File: config.mk
export PLATFORM = sky130hd
export DESIGN_NAME = i2c_regtarget
export DESIGN_NICKNAME = d
export VERILOG_FILES = /design/src/rtl/i2c_rt_pkg.sv /design/src/rtl/i2c_rt_sync.sv /design/src/rtl/i2c_rt_engine.sv /design/src/rtl/i2c_rt_regs.sv /design/src/rtl/i2c_regtarget.sv
export SDC_FILE = /design/constraint.sdc
export NUM_CORES = 1
export LEC_CHECK = 0
export BUFFER_PORTS_ARGS = -buffer_cell sky130_fd_sc_hd__buf_4
export CORE_ASPECT_RATIO = 1.1
export CORE_MARGIN = 2
export CORE_UTILIZATION = 65
export CTS_CLUSTER_DIAMETER = 200
export DETAILED_ROUTE_END_ITERATION = 6
export PLACE_DENSITY = 0.86
export SLEW_MARGIN = 15
export SYNTH_ARGS = -nofsm -noshare
export SYNTH_HDL_FRONTEND = slang
export SYNTH_HIERARCHICAL = 1
export SYNTH_SLANG_ARGS = --single-unit
File: constraint.sdc
create_clock -name clk -period 6.15 [get_ports clk]
set_clock_uncertainty 0.2 [all_clocks]
set_input_delay 0.9225 -clock clk [delete_from_list [all_inputs] [get_ports clk]]
set_output_delay 0.9225 -clock clk [all_outputs]
set_load 0.01 [all_outputs]
File: src/rtl/i2c_rt_pkg.sv
package i2c_rt_pkg;

    localparam int REG_AW     = 5;
    localparam int CFG_W      = 16;
    localparam int QP_W       = 16;
    localparam int QT_W       = 32;
    localparam int CFG_FIELDS = 3;
    localparam int CFG_BYTES  = CFG_W / 8;
    localparam int CTRL_BYTES = CFG_FIELDS * CFG_BYTES;
    localparam int Q_BYTES    = (QP_W + QT_W) / 8;
    localparam int MSG_BYTES  = 16;

    typedef logic [REG_AW-1:0] reg_addr_t;

    localparam reg_addr_t CTRL_BASE  = 5'h00;
    localparam reg_addr_t QUERY_BASE = 5'h06;
    localparam reg_addr_t RSVD_BASE  = 5'h0C;
    localparam reg_addr_t LOOP_BASE  = 5'h10;

    typedef enum logic [2:0] {
        ST_IDLE, ST_ADDR, ST_ADDR_ACK, ST_WR_BYTE,
        ST_WR_ACK, ST_RD_BYTE, ST_RD_ACK, ST_IGNORE
    } eng_state_t;

    typedef enum logic [1:0] {
        AREA_CTRL, AREA_QUERY, AREA_RSVD, AREA_LOOP
    } area_t;

    // Synchronized line levels plus the bus events derived from them
    typedef struct packed {
        logic start;
        logic stop;
        logic rise;
        logic fall;
        logic scl;
        logic sda;
    } bus_ev_t;

    typedef struct packed {
        logic      en;
        reg_addr_t addr;
        logic [7:0] data;
    } wr_req_t;

    function automatic area_t area_of(input reg_addr_t a);
        if (a >= LOOP_BASE)  return AREA_LOOP;
        if (a >= RSVD_BASE)  return AREA_RSVD;
        if (a >= QUERY_BASE) return AREA_QUERY;
        return AREA_CTRL;
    endfunction

endpackage

File: src/rtl/i2c_rt_sync.sv
module i2c_rt_sync
    import i2c_rt_pkg::*;
#(
    parameter int STAGES = 2
) (
    input  logic    clk,
    input  logic    rst,
    input  logic    scl_i,
    input  logic    sda_i,
    output bus_ev_t ev
);

    localparam int LINES = 2;

    logic [LINES-1:0] raw;
    logic [LINES-1:0] synced;
    logic [LINES-1:0] prev;

    assign raw = {scl_i, sda_i};

    for (genvar g = 0; g < LINES; g++) begin : g_line
        logic [STAGES-1:0] chain;
        always_ff @(posedge clk) begin
            if (rst) chain <= '1;
            else     chain <= {chain[STAGES-2:0], raw[g]};
        end
        assign synced[g] = chain[STAGES-1];
    end

    always_ff @(posedge clk) begin
        if (rst) prev <= '1;
        else     prev <= synced;
    end

    // bit 1 is SCL, bit 0 is SDA
    assign ev.scl   = synced[1];
    assign ev.sda   = synced[0];
    assign ev.rise  = synced[1] & ~prev[1];
    assign ev.fall  = ~synced[1] & prev[1];
    assign ev.start = synced[1] & prev[1] & prev[0] & ~synced[0];
    assign ev.stop  = synced[1] & prev[1] & ~prev[0] & synced[0];

endmodule

File: src/rtl/i2c_rt_engine.sv
module i2c_rt_engine
    import i2c_rt_pkg::*;
#(
    parameter logic [6:0] DEV_ADDR = 7'h22
) (
    input  logic       clk,
    input  logic       rst,
    input  bus_ev_t    ev,
    input  logic [7:0] rd_data,
    output reg_addr_t  rd_addr,
    output wr_req_t    wr,
    output logic       sda_oe
);

    eng_state_t state_q;
    logic [3:0] cnt_q;
    logic [7:0] sh_q;
    reg_addr_t  ptr_q;
    logic       need_ptr_q;
    logic       mack_q;
    logic       oe_q;
    wr_req_t    wr_q;

    always_ff @(posedge clk) begin
        if (rst) begin
            state_q    <= ST_IDLE;
            cnt_q      <= '0;
            sh_q       <= '0;
            ptr_q      <= '0;
            need_ptr_q <= 1'b1;
            mack_q     <= 1'b0;
            oe_q       <= 1'b0;
            wr_q       <= '0;
        end else begin
            wr_q.en <= 1'b0;
            if (ev.start) begin
                state_q    <= ST_ADDR;
                cnt_q      <= '0;
                oe_q       <= 1'b0;
                need_ptr_q <= 1'b1;
            end else if (ev.stop) begin
                state_q <= ST_IDLE;
                oe_q    <= 1'b0;
            end else begin
                case (state_q)
                    ST_ADDR: begin
                        if (ev.rise) begin
                            sh_q  <= {sh_q[6:0], ev.sda};
                            cnt_q <= cnt_q + 4'd1;
                        end else if (ev.fall && cnt_q == 4'd8) begin
                            if (sh_q[7:1] == DEV_ADDR) begin
                                oe_q    <= 1'b1;
                                state_q <= ST_ADDR_ACK;
                            end else begin
                                state_q <= ST_IGNORE;
                            end
                        end
                    end
                    ST_ADDR_ACK: begin
                        if (ev.fall) begin
                            cnt_q <= '0;
                            if (sh_q[0]) begin
                                sh_q    <= rd_data;
                                oe_q    <= ~rd_data[7];
                                ptr_q   <= ptr_q + 1'b1;
                                state_q <= ST_RD_BYTE;
                            end else begin
                                oe_q       <= 1'b0;
                                need_ptr_q <= 1'b1;
                                state_q    <= ST_WR_BYTE;
                            end
                        end
                    end
                    ST_WR_BYTE: begin
                        if (ev.rise) begin
                            sh_q  <= {sh_q[6:0], ev.sda};
                            cnt_q <= cnt_q + 4'd1;
                        end else if (ev.fall && cnt_q == 4'd8) begin
                            oe_q    <= 1'b1;
                            state_q <= ST_WR_ACK;
                            if (need_ptr_q) begin
                                ptr_q      <= sh_q[REG_AW-1:0];
                                need_ptr_q <= 1'b0;
                            end else begin
                                wr_q.en   <= 1'b1;
                                wr_q.addr <= ptr_q;
                                wr_q.data <= sh_q;
                                ptr_q     <= ptr_q + 1'b1;
                            end
                        end
                    end
                    ST_WR_ACK: begin
                        if (ev.fall) begin
                            oe_q    <= 1'b0;
                            cnt_q   <= '0;
                            state_q <= ST_WR_BYTE;
                        end
                    end
                    ST_RD_BYTE: begin
                        if (ev.rise) begin
                            cnt_q <= cnt_q + 4'd1;
                        end else if (ev.fall) begin
                            if (cnt_q == 4'd8) begin
                                oe_q    <= 1'b0;
                                state_q <= ST_RD_ACK;
                            end else begin
                                sh_q <= {sh_q[6:0], 1'b0};
                                oe_q <= ~sh_q[6];
                            end
                        end
                    end
                    ST_RD_ACK: begin
                        if (ev.rise) begin
                            mack_q <= ~ev.sda;
                        end else if (ev.fall) begin
                            if (mack_q) begin
                                sh_q    <= rd_data;
                                oe_q    <= ~rd_data[7];
                                ptr_q   <= ptr_q + 1'b1;
                                cnt_q   <= '0;
                                state_q <= ST_RD_BYTE;
                            end else begin
                                state_q <= ST_IGNORE;
                            end
                        end
                    end
                    default: ;
                endcase
            end
        end
    end

    assign rd_addr = ptr_q;
    assign wr      = wr_q;
    assign sda_oe  = oe_q;

    AST_IDLE_RELEASED: assert property (@(posedge clk) disable iff (rst)
        (state_q == ST_IDLE) |-> !oe_q);
    AST_OE_RISE_SCL_LOW: assert property (@(posedge clk) disable iff (rst)
        $rose(oe_q) |-> !ev.scl);
    AST_SINGLE_STROBE: assert property (@(posedge clk) disable iff (rst)
        wr_q.en |=> !wr_q.en);
    AST_NACK_RELEASE: assert property (@(posedge clk) disable iff (rst)
        (state_q == ST_RD_ACK && ev.fall && !ev.start && !ev.stop && !mack_q) |=> !oe_q);
    AST_PTR_WRAP: assert property (@(posedge clk) disable iff (rst)
        (wr_q.en && wr_q.addr == '1) |-> (ptr_q == '0 || $past(ev.start)));
    AST_IGNORE_SILENT: assert property (@(posedge clk) disable iff (rst)
        (state_q == ST_IGNORE) |-> (!oe_q && !wr_q.en));

endmodule

File: src/rtl/i2c_rt_regs.sv
module i2c_rt_regs
    import i2c_rt_pkg::*;
(
    input  logic            clk,
    input  logic            rst,
    input  wr_req_t         wr,
    input  reg_addr_t       rd_addr,
    input  logic [QP_W-1:0] q_pulse,
    input  logic [QT_W-1:0] q_time,
    output logic [7:0]      rd_data,
    output logic [CFG_W-1:0] cfg_enable,
    output logic [CFG_W-1:0] cfg_pulse,
    output logic [CFG_W-1:0] cfg_stretch
);

    localparam int QV_W = Q_BYTES * 8;

    logic [7:0] ctrl_mem [CTRL_BYTES];
    logic [7:0] msg_mem  [MSG_BYTES];
    logic [CTRL_BYTES*8-1:0] ctrl_flat;
    logic [MSG_BYTES*8-1:0]  msg_flat;
    logic [QV_W-1:0]         qv;

    for (genvar i = 0; i < CTRL_BYTES; i++) begin : g_ctrl
        always_ff @(posedge clk) begin
            if (rst)
                ctrl_mem[i] <= '0;
            else if (wr.en && area_of(wr.addr) == AREA_CTRL &&
                     wr.addr == reg_addr_t'(int'(CTRL_BASE) + i))
                ctrl_mem[i] <= wr.data;
        end
        // lower offset carries the more significant byte
        assign ctrl_flat[CTRL_BYTES*8-1-8*i -: 8] = ctrl_mem[i];
    end

    for (genvar i = 0; i < MSG_BYTES; i++) begin : g_msg
        always_ff @(posedge clk) begin
            if (rst)
                msg_mem[i] <= '0;
            else if (wr.en && area_of(wr.addr) == AREA_LOOP &&
                     wr.addr == reg_addr_t'(int'(LOOP_BASE) + i))
                msg_mem[i] <= wr.data;
        end
        assign msg_flat[8*i +: 8] = msg_mem[i];
    end

    assign {cfg_enable, cfg_pulse, cfg_stretch} = ctrl_flat;
    assign qv = {q_pulse, q_time};

    always_comb begin
        rd_data = 8'h00;
        case (area_of(rd_addr))
            AREA_CTRL: begin
                for (int i = 0; i < CTRL_BYTES; i++)
                    if (rd_addr == reg_addr_t'(int'(CTRL_BASE) + i)) rd_data = ctrl_mem[i];
            end
            AREA_QUERY: begin
                for (int i = 0; i < Q_BYTES; i++)
                    if (rd_addr == reg_addr_t'(int'(QUERY_BASE) + i)) rd_data = qv[QV_W-1-8*i -: 8];
            end
            AREA_LOOP: begin
                for (int i = 0; i < MSG_BYTES; i++)
                    if (rd_addr == reg_addr_t'(int'(LOOP_BASE) + i)) rd_data = msg_mem[i];
            end
            default: rd_data = 8'h00;
        endcase
    end

    AST_MSG_HELD: assert property (@(posedge clk) disable iff (rst)
        !(wr.en && area_of(wr.addr) == AREA_LOOP) |=> $stable(msg_flat));
    AST_CTRL_HELD: assert property (@(posedge clk) disable iff (rst)
        !(wr.en && area_of(wr.addr) == AREA_CTRL) |=> $stable(ctrl_flat));
    AST_DISCARD_RO: assert property (@(posedge clk) disable iff (rst)
        (wr.en && (area_of(wr.addr) == AREA_QUERY || area_of(wr.addr) == AREA_RSVD))
        |=> ($stable(ctrl_flat) && $stable(msg_flat)));

endmodule

File: src/rtl/i2c_regtarget.sv
module i2c_regtarget
    import i2c_rt_pkg::*;
#(
    parameter logic [6:0] DEV_ADDR    = 7'h22,
    parameter int         SYNC_STAGES = 2
) (
    input  logic        clk,
    input  logic        rst,
    input  logic        scl_i,
    input  logic        sda_i,
    output logic        sda_oe,
    input  logic [15:0] q_pulse,
    input  logic [31:0] q_time,
    output logic [15:0] cfg_enable,
    output logic [15:0] cfg_pulse,
    output logic [15:0] cfg_stretch
);

    bus_ev_t    ev;
    reg_addr_t  rd_addr;
    wr_req_t    wr;
    logic [7:0] rd_data;

    i2c_rt_sync #(.STAGES(SYNC_STAGES)) u_sync (
        .clk   (clk),
        .rst   (rst),
        .scl_i (scl_i),
        .sda_i (sda_i),
        .ev    (ev)
    );

    i2c_rt_engine #(.DEV_ADDR(DEV_ADDR)) u_engine (
        .clk     (clk),
        .rst     (rst),
        .ev      (ev),
        .rd_data (rd_data),
        .rd_addr (rd_addr),
        .wr      (wr),
        .sda_oe  (sda_oe)
    );

    i2c_rt_regs u_regs (
        .clk         (clk),
        .rst         (rst),
        .wr          (wr),
        .rd_addr     (rd_addr),
        .q_pulse     (q_pulse),
        .q_time      (q_time),
        .rd_data     (rd_data),
        .cfg_enable  (cfg_enable),
        .cfg_pulse   (cfg_pulse),
        .cfg_stretch (cfg_stretch)
    );

    AST_RESET_RELEASED: assert property (@(posedge clk)
        rst |=> !sda_oe);

endmodule

After elaboration in Yosys (flattened, before gate mapping). Memories as Yosys holds them, arrays and structs flattened. Index checks and enable logic that the tools add are counted.

Equality and inequality tests: 89. Multiply operators: 0. Multiplexer cells: 210. Divide/modulo/power cells: 0. Shift-type cells: 0. Reductions and logical operators: 51. $lt $le $gt $ge: 6. Bitwise logic cells: 41. $add $sub $neg: 2.

Operators by type and width (number): 8-bit two-way mux (59); 5-bit equality test, second input constant (32); 1-bit two-way mux (103); 5-bit two-way mux (8); 3-bit two-way mux (13); 12-bit AND reduction (3); 8-bit one-hot mux with 4 select lines (1); 5-bit by 3-bit equality test with 1-bit output, second input constant (6); 2-bit two-way mux (14); 4-bit by 3-bit inequality test with 1-bit output, second input constant (7); 2-bit by 1-bit inequality test with 1-bit output, second input constant (13); 1-bit logical AND (25); 8-bit one-hot mux with 3 select lines (1); 1-bit OR (22); 5-bit by 2-bit equality test with 1-bit output, second input constant (4); 5-bit by 4-bit equality test with 1-bit output, second input constant (4); 4-bit two-way mux (5); 3-bit one-hot mux with 6 select lines (1); 4-bit inequality test, second input constant (4); 5-bit one-hot mux with 3 select lines (1); 14-bit two-way mux (1); 13-bit AND reduction (1); 2-bit inequality test, second input constant (6); 1-bit NOT (12); 32 further kinds (53).

Bits of input ports: 52. Bits in latches: 0. Memories kept: 2. Bits in read-only memories: 0. Register bits after elaboration: 43. Logic and storage cells: 416. Output and inout port bits: 49. Bits in writable memories: 176.

Memory list: u_regs.msg_mem (words 16, width 8, rd ports 16, clocked after memory_dff 0, write ports 16, line i2c_rt_regs.sv:19) `logic [7:0] msg_mem [MSG_BYTES];`; u_regs.ctrl_mem (words 6, width 8, rd ports 6, clocked after memory_dff 0, write ports 6, line i2c_rt_regs.sv:18) `logic [7:0] ctrl_mem [CTRL_BYTES];`.

Longest topological paths before layout.
Depth in word-level cells: 23. Gate-level depth with buffers: 11.

Hierarchy. Netlist, hierarchy kept.

By module, submodules not included: i2c_rt_regs (area each 9272.6 um^2, cells each 818, times used 1); i2c_rt_engine (area each 2092.0 um^2, cells each 268, times used 1); i2c_rt_sync (area each 205.2 um^2, cells each 18, times used 1).

Least setup slack after synthesis. Ideal clock, no wire load.

Path kind: input-to-reg. From: input port q_time[12]. To: register u_engine.sh_q[4]. Stages on the path: 7. Arrival time: 2.114 ns. Path slack: 3.702 ns. Data required time: 5.816 ns. Setup time: 0.134 ns. Cells stage by stage: mux4_2 a22oi_1 nor2_1 a311oi_1 nand3_1 a22oi_1 a211oi_1.

Cells in the longest elaborated chain, start to end: 7. Elaborated cells between the ends (all ways): 9.

Ends and longest elaborated chain: from (decl) (line i2c_regtarget.sv:13) `input logic [31:0] q_time,`; 8-bit two-way mux (*) (2 in series) (line i2c_rt_regs.sv:59) `if (rd_addr == reg_addr_t'(int'(QUERY_BASE) + i)) rd_data = qv[QV_W-1-8*i -: 8];`; 8-bit one-hot mux with 3 select lines (*) (line i2c_rt_regs.sv:52) `case (area_of(rd_addr))`; via rd_data[4] (line i2c_regtarget.sv:22) `logic [7:0] rd_data;`; 8-bit two-way mux (line i2c_rt_engine.sv:116) `if (mack_q) begin`; 8-bit two-way mux (line i2c_rt_engine.sv:115) `end else if (ev.fall) begin`; 8-bit two-way mux (line i2c_rt_engine.sv:113) `if (ev.rise) begin`; 8-bit one-hot mux with 4 select lines (*) (line i2c_rt_engine.sv:45) `case (state_q)`; to (signal assigned) (line i2c_rt_engine.sv:48) `sh_q <= {sh_q[6:0], ev.sda};`; to (signal assigned) (line i2c_rt_engine.sv:63) `sh_q <= rd_data;`; to (signal assigned) (line i2c_rt_engine.sv:117) `sh_q <= rd_data;`; to (decl) (line i2c_rt_engine.sv:17) `logic [7:0] sh_q;`.

Mark *: on every way through the listed nets, which the timed path passes. The rest lies on a longest branch. The select of a mux whose other input is x is not followed. A chain may end at the register's enable or synchronous reset.

Final worst setup path.
From: register u_engine.ptr_q[1] (netlist: u_engine/rd_addr[1]). To: register u_engine.sh_q[4].

Cells in the longest elaborated chain, start to end: 22. Elaborated cells between the ends (all ways): 80.

Ends and longest elaborated chain: from (decl) (line i2c_rt_engine.sv:18) `reg_addr_t ptr_q;`; from (signal assigned) (line i2c_rt_engine.sv:65) `ptr_q <= ptr_q + 1'b1;`; from (signal assigned) (line i2c_rt_engine.sv:82) `ptr_q <= sh_q[REG_AW-1:0];`; from (signal assigned) (line i2c_rt_engine.sv:88) `ptr_q <= ptr_q + 1'b1;`; 5-bit equality test (line i2c_rt_regs.sv:63) `if (rd_addr == reg_addr_t'(int'(LOOP_BASE) + i)) rd_data = msg_mem[i];`; 8-bit two-way mux (16 in series) (line i2c_rt_regs.sv:63); 8-bit one-hot mux with 3 select lines (*) (line i2c_rt_regs.sv:52); via rd_data[4] (line i2c_regtarget.sv:22); 8-bit two-way mux (line i2c_rt_engine.sv:116); 8-bit two-way mux (line i2c_rt_engine.sv:115); 8-bit two-way mux (line i2c_rt_engine.sv:113); 8-bit one-hot mux with 4 select lines (*) (line i2c_rt_engine.sv:45).

Marks and branches as above.

==> impl_metrics.csv <==
group,metric,value,unit
pwr,p_leak,4.67,nW
placed_design,hpwlAfterDp,25500,µm
sta,rsz0062_at_grt,"false",
placed_design,placed_cells,1373,
placed_design,gp_congestion,1.02,
sta,fmax,0.260,GHz
final_layout,multiInputGateArea,5010,µm²
die,start_util,0.659,
detailed_routing,drcViolationCount,0,
global_route,overflow,0,
yosys,yosys_warnings,6,
die,design.portCount,101,
final_layout,diodes,0,
worst_setup_path,rrSetupSlack,2.30,ns
detailed_routing,dr.pass1.iters,6,
worst_setup_path,rr_worst_depth,9,
final_layout,areaGrowthSynthToFinish,12.8,%
clocking,ctsResizeCount,0,
clocking,cts_tree,"built",
global_route,first_global_vias,9051,
sta,maxSlewHeadroom,0.115,
yosys,syn_nets,1158,
min_path,min-delay-path-class,"reg2reg",
pwr,power.internal,2.43,mW
clocking,clockBufferDepth,3,
sta,min_period_over_period,0.626,
die,rows,51,
yosys,synthCells,1103,
detailed_routing,drt_iter0_drc,1596,
sta,max_slew.worst_pin.slew,1.33,ns
min_path,holdPathStages,1,
sta,setup-violations-final,0,
worst_setup_path,slowest_delay,0.74,ns
detailed_routing,ant_nets,0,
final_layout,final_cell_mix,"edfxtp_1 (176), and2_1 (175), buf_4 (110)",
die,chipHeight,144,µm
final_layout,fin_cells,1415,
yosys,netlist_area,11600,µm²
pwr,swShare,0.218,
pwr,irDropWorstVdd,0.000265,V
clocking,cts.sinks,219,
worst_setup_path,end_kind,"register",
detailed_routing,detail_route.wl_per_cell,26.7,µm
clocking,clkTransAtPathRegs,0.06,ns
clocking,cts_made_buffers,23,
worst_setup_path,crit_required,6.38,ns
pwr,p_seq_frac,0.537,
placed_design,io_buffers,100,
pwr,pwr_density_cell,239,nW/µm²
clocking,clock_latency,0.52,ns
detailed_routing,vias_per_cell,6.91,
sta,slew_viol_final,0,
sta,whs,0.285,ns
final_layout,fill_cells,1188,
sta,fin_tns_setup,0,ns
final_layout,drive_above_1_share,0.159,
job,drv_cap,0,
clocking,cts_root_buf,"clkbuf_16",
detailed_routing,dr_total_vias,9784,
global_route,grtUsageTotal,0.394,
final_layout,finalNetCount,1215,
die,dieWidth,131,µm
clocking,postCtsHoldBufs,0,
final_layout,mostFrequentLayoutCell,"edfxtp_1",
clocking,htreeDepth,1,
final_layout,seq_area,6150,µm²
die,core-area,17500,µm²
worst_setup_path,crit_path_cell_trace,"buf_4 -> nand2_1 -> nor2_1 -> a22oi_1 -> nand3_1 -> a311oi_1 -> nand3_1 -> a22oi_1 -> a211oi_1",
worst_setup_path,worstPathArrival,4.08,ns
pwr,p_clk_frac,0.419,
yosys,synth_area_per_cell,10.5,µm²
die,dieArea,18900,µm²
sta,hold_violations,0,
clocking,cts_setup_buffers,0,
outcome,status,"finished, final reports clean",
global_route,grt_max_degree,50,
worst_setup_path,start_kind,"register",
pwr,comb_power_share,0.044,
worst_setup_path,slowest_stage,"nor2_1",
detailed_routing,routed_wl,37700,µm
worst_setup_path,path_class,"reg2reg",
global_route,grt_antenna_before_repair,0,
pwr,switchingPower,679,µW
worst_setup_path,cp_max_fo,42,
sta,post-route-min-period,3.85,ns
global_route,grt_pass1_wl,55400,µm
[routing by layer]
| metal | part of all wire | global-route usage | vias to the layer above | wire length (µm) |
|---|---|---|---|---|
| met2 | 0.45 | 0.648 | 819 | 17000 |
| met4 | 0.064 | 0.187 | 0 | 2420 |
| li1 | - | - | 4174 | - |
| met1 | 0.36 | 0.514 | 4604 | 13600 |
| met3 | 0.13 | 0.0705 | 187 | 4740 |
| met5 | 0 | 0 | - | 0 |
[power groups by stage]
stage	sequential, mW	clock [mW]	combinational [mW]
after floorplan	1.69	0	0.0615
after global placement	1.70	0	0.133
after detailed placement	1.70	0	0.135
after CTS	1.67	1.31	0.135
after global routing	1.67	1.37	0.144
final	1.67	1.30	0.138
[through the flow]
stage	cell area [µm²]	utilization	total power [mW]	setup slack [ns]
after floorplan	11600	-	1.75	3.70
after global placement	12300	0.702	1.83	2.60
after detailed placement	12300	0.703	1.83	2.48
after CTS	13000	0.742	3.11	2.46
after global routing	13000	0.743	3.18	2.15
final	13000	0.743	3.11	2.30
[final timing paths]
| path | from | to |
|---|---|---|
| min | u_sync/g_line[0].chain[0] | u_sync/g_line[0].chain[1] |
| min reg2reg | u_sync/g_line[0].chain[0] | u_sync/g_line[0].chain[1] |
| max | u_engine/rd_addr[1] | u_engine/sh_q[4] |
| max reg2reg | u_engine/rd_addr[1] | u_engine/sh_q[4] |
[critical path, delay by kind of cell (launching register included)]
| kind | cells | cell delay [ns] |
|---|---|---|
| AOI/OAI and AO/OA | 4 | 0.66 |
| buffers and inverters | 1 | 0.58 |
| DFF | 1 | 0.73 |
| and+or+nand+nor | 4 | 1.55 |
[final cells by class]
class | instances | share of cell area
inverter | 15 | 0.00432
tap | 238 | 0.0228
multi-input combinational | 791 | 0.384
timing repair buffer | 110 | 0.0633
sequential | 219 | 0.472
clock buffer | 31 | 0.0464
clock inverter | 11 | 0.00681
[state kept, by name, indices dropped and copies added, names as in the netlist]
name                 flops
u_engine/cnt_q           4
u_engine/mack_q          1
u_engine/state_q         3
u_sync/g_line.chain      4
u_engine/rd_addr         5
u_sync/prev              2
u_regs/ctrl_mem         48
u_engine/sda_oe          1
u_engine/wr             14
u_regs/msg_mem         128
u_engine/sh_q            8
u_engine/need_ptr_q      1
(Power assumes the default switching activity.)
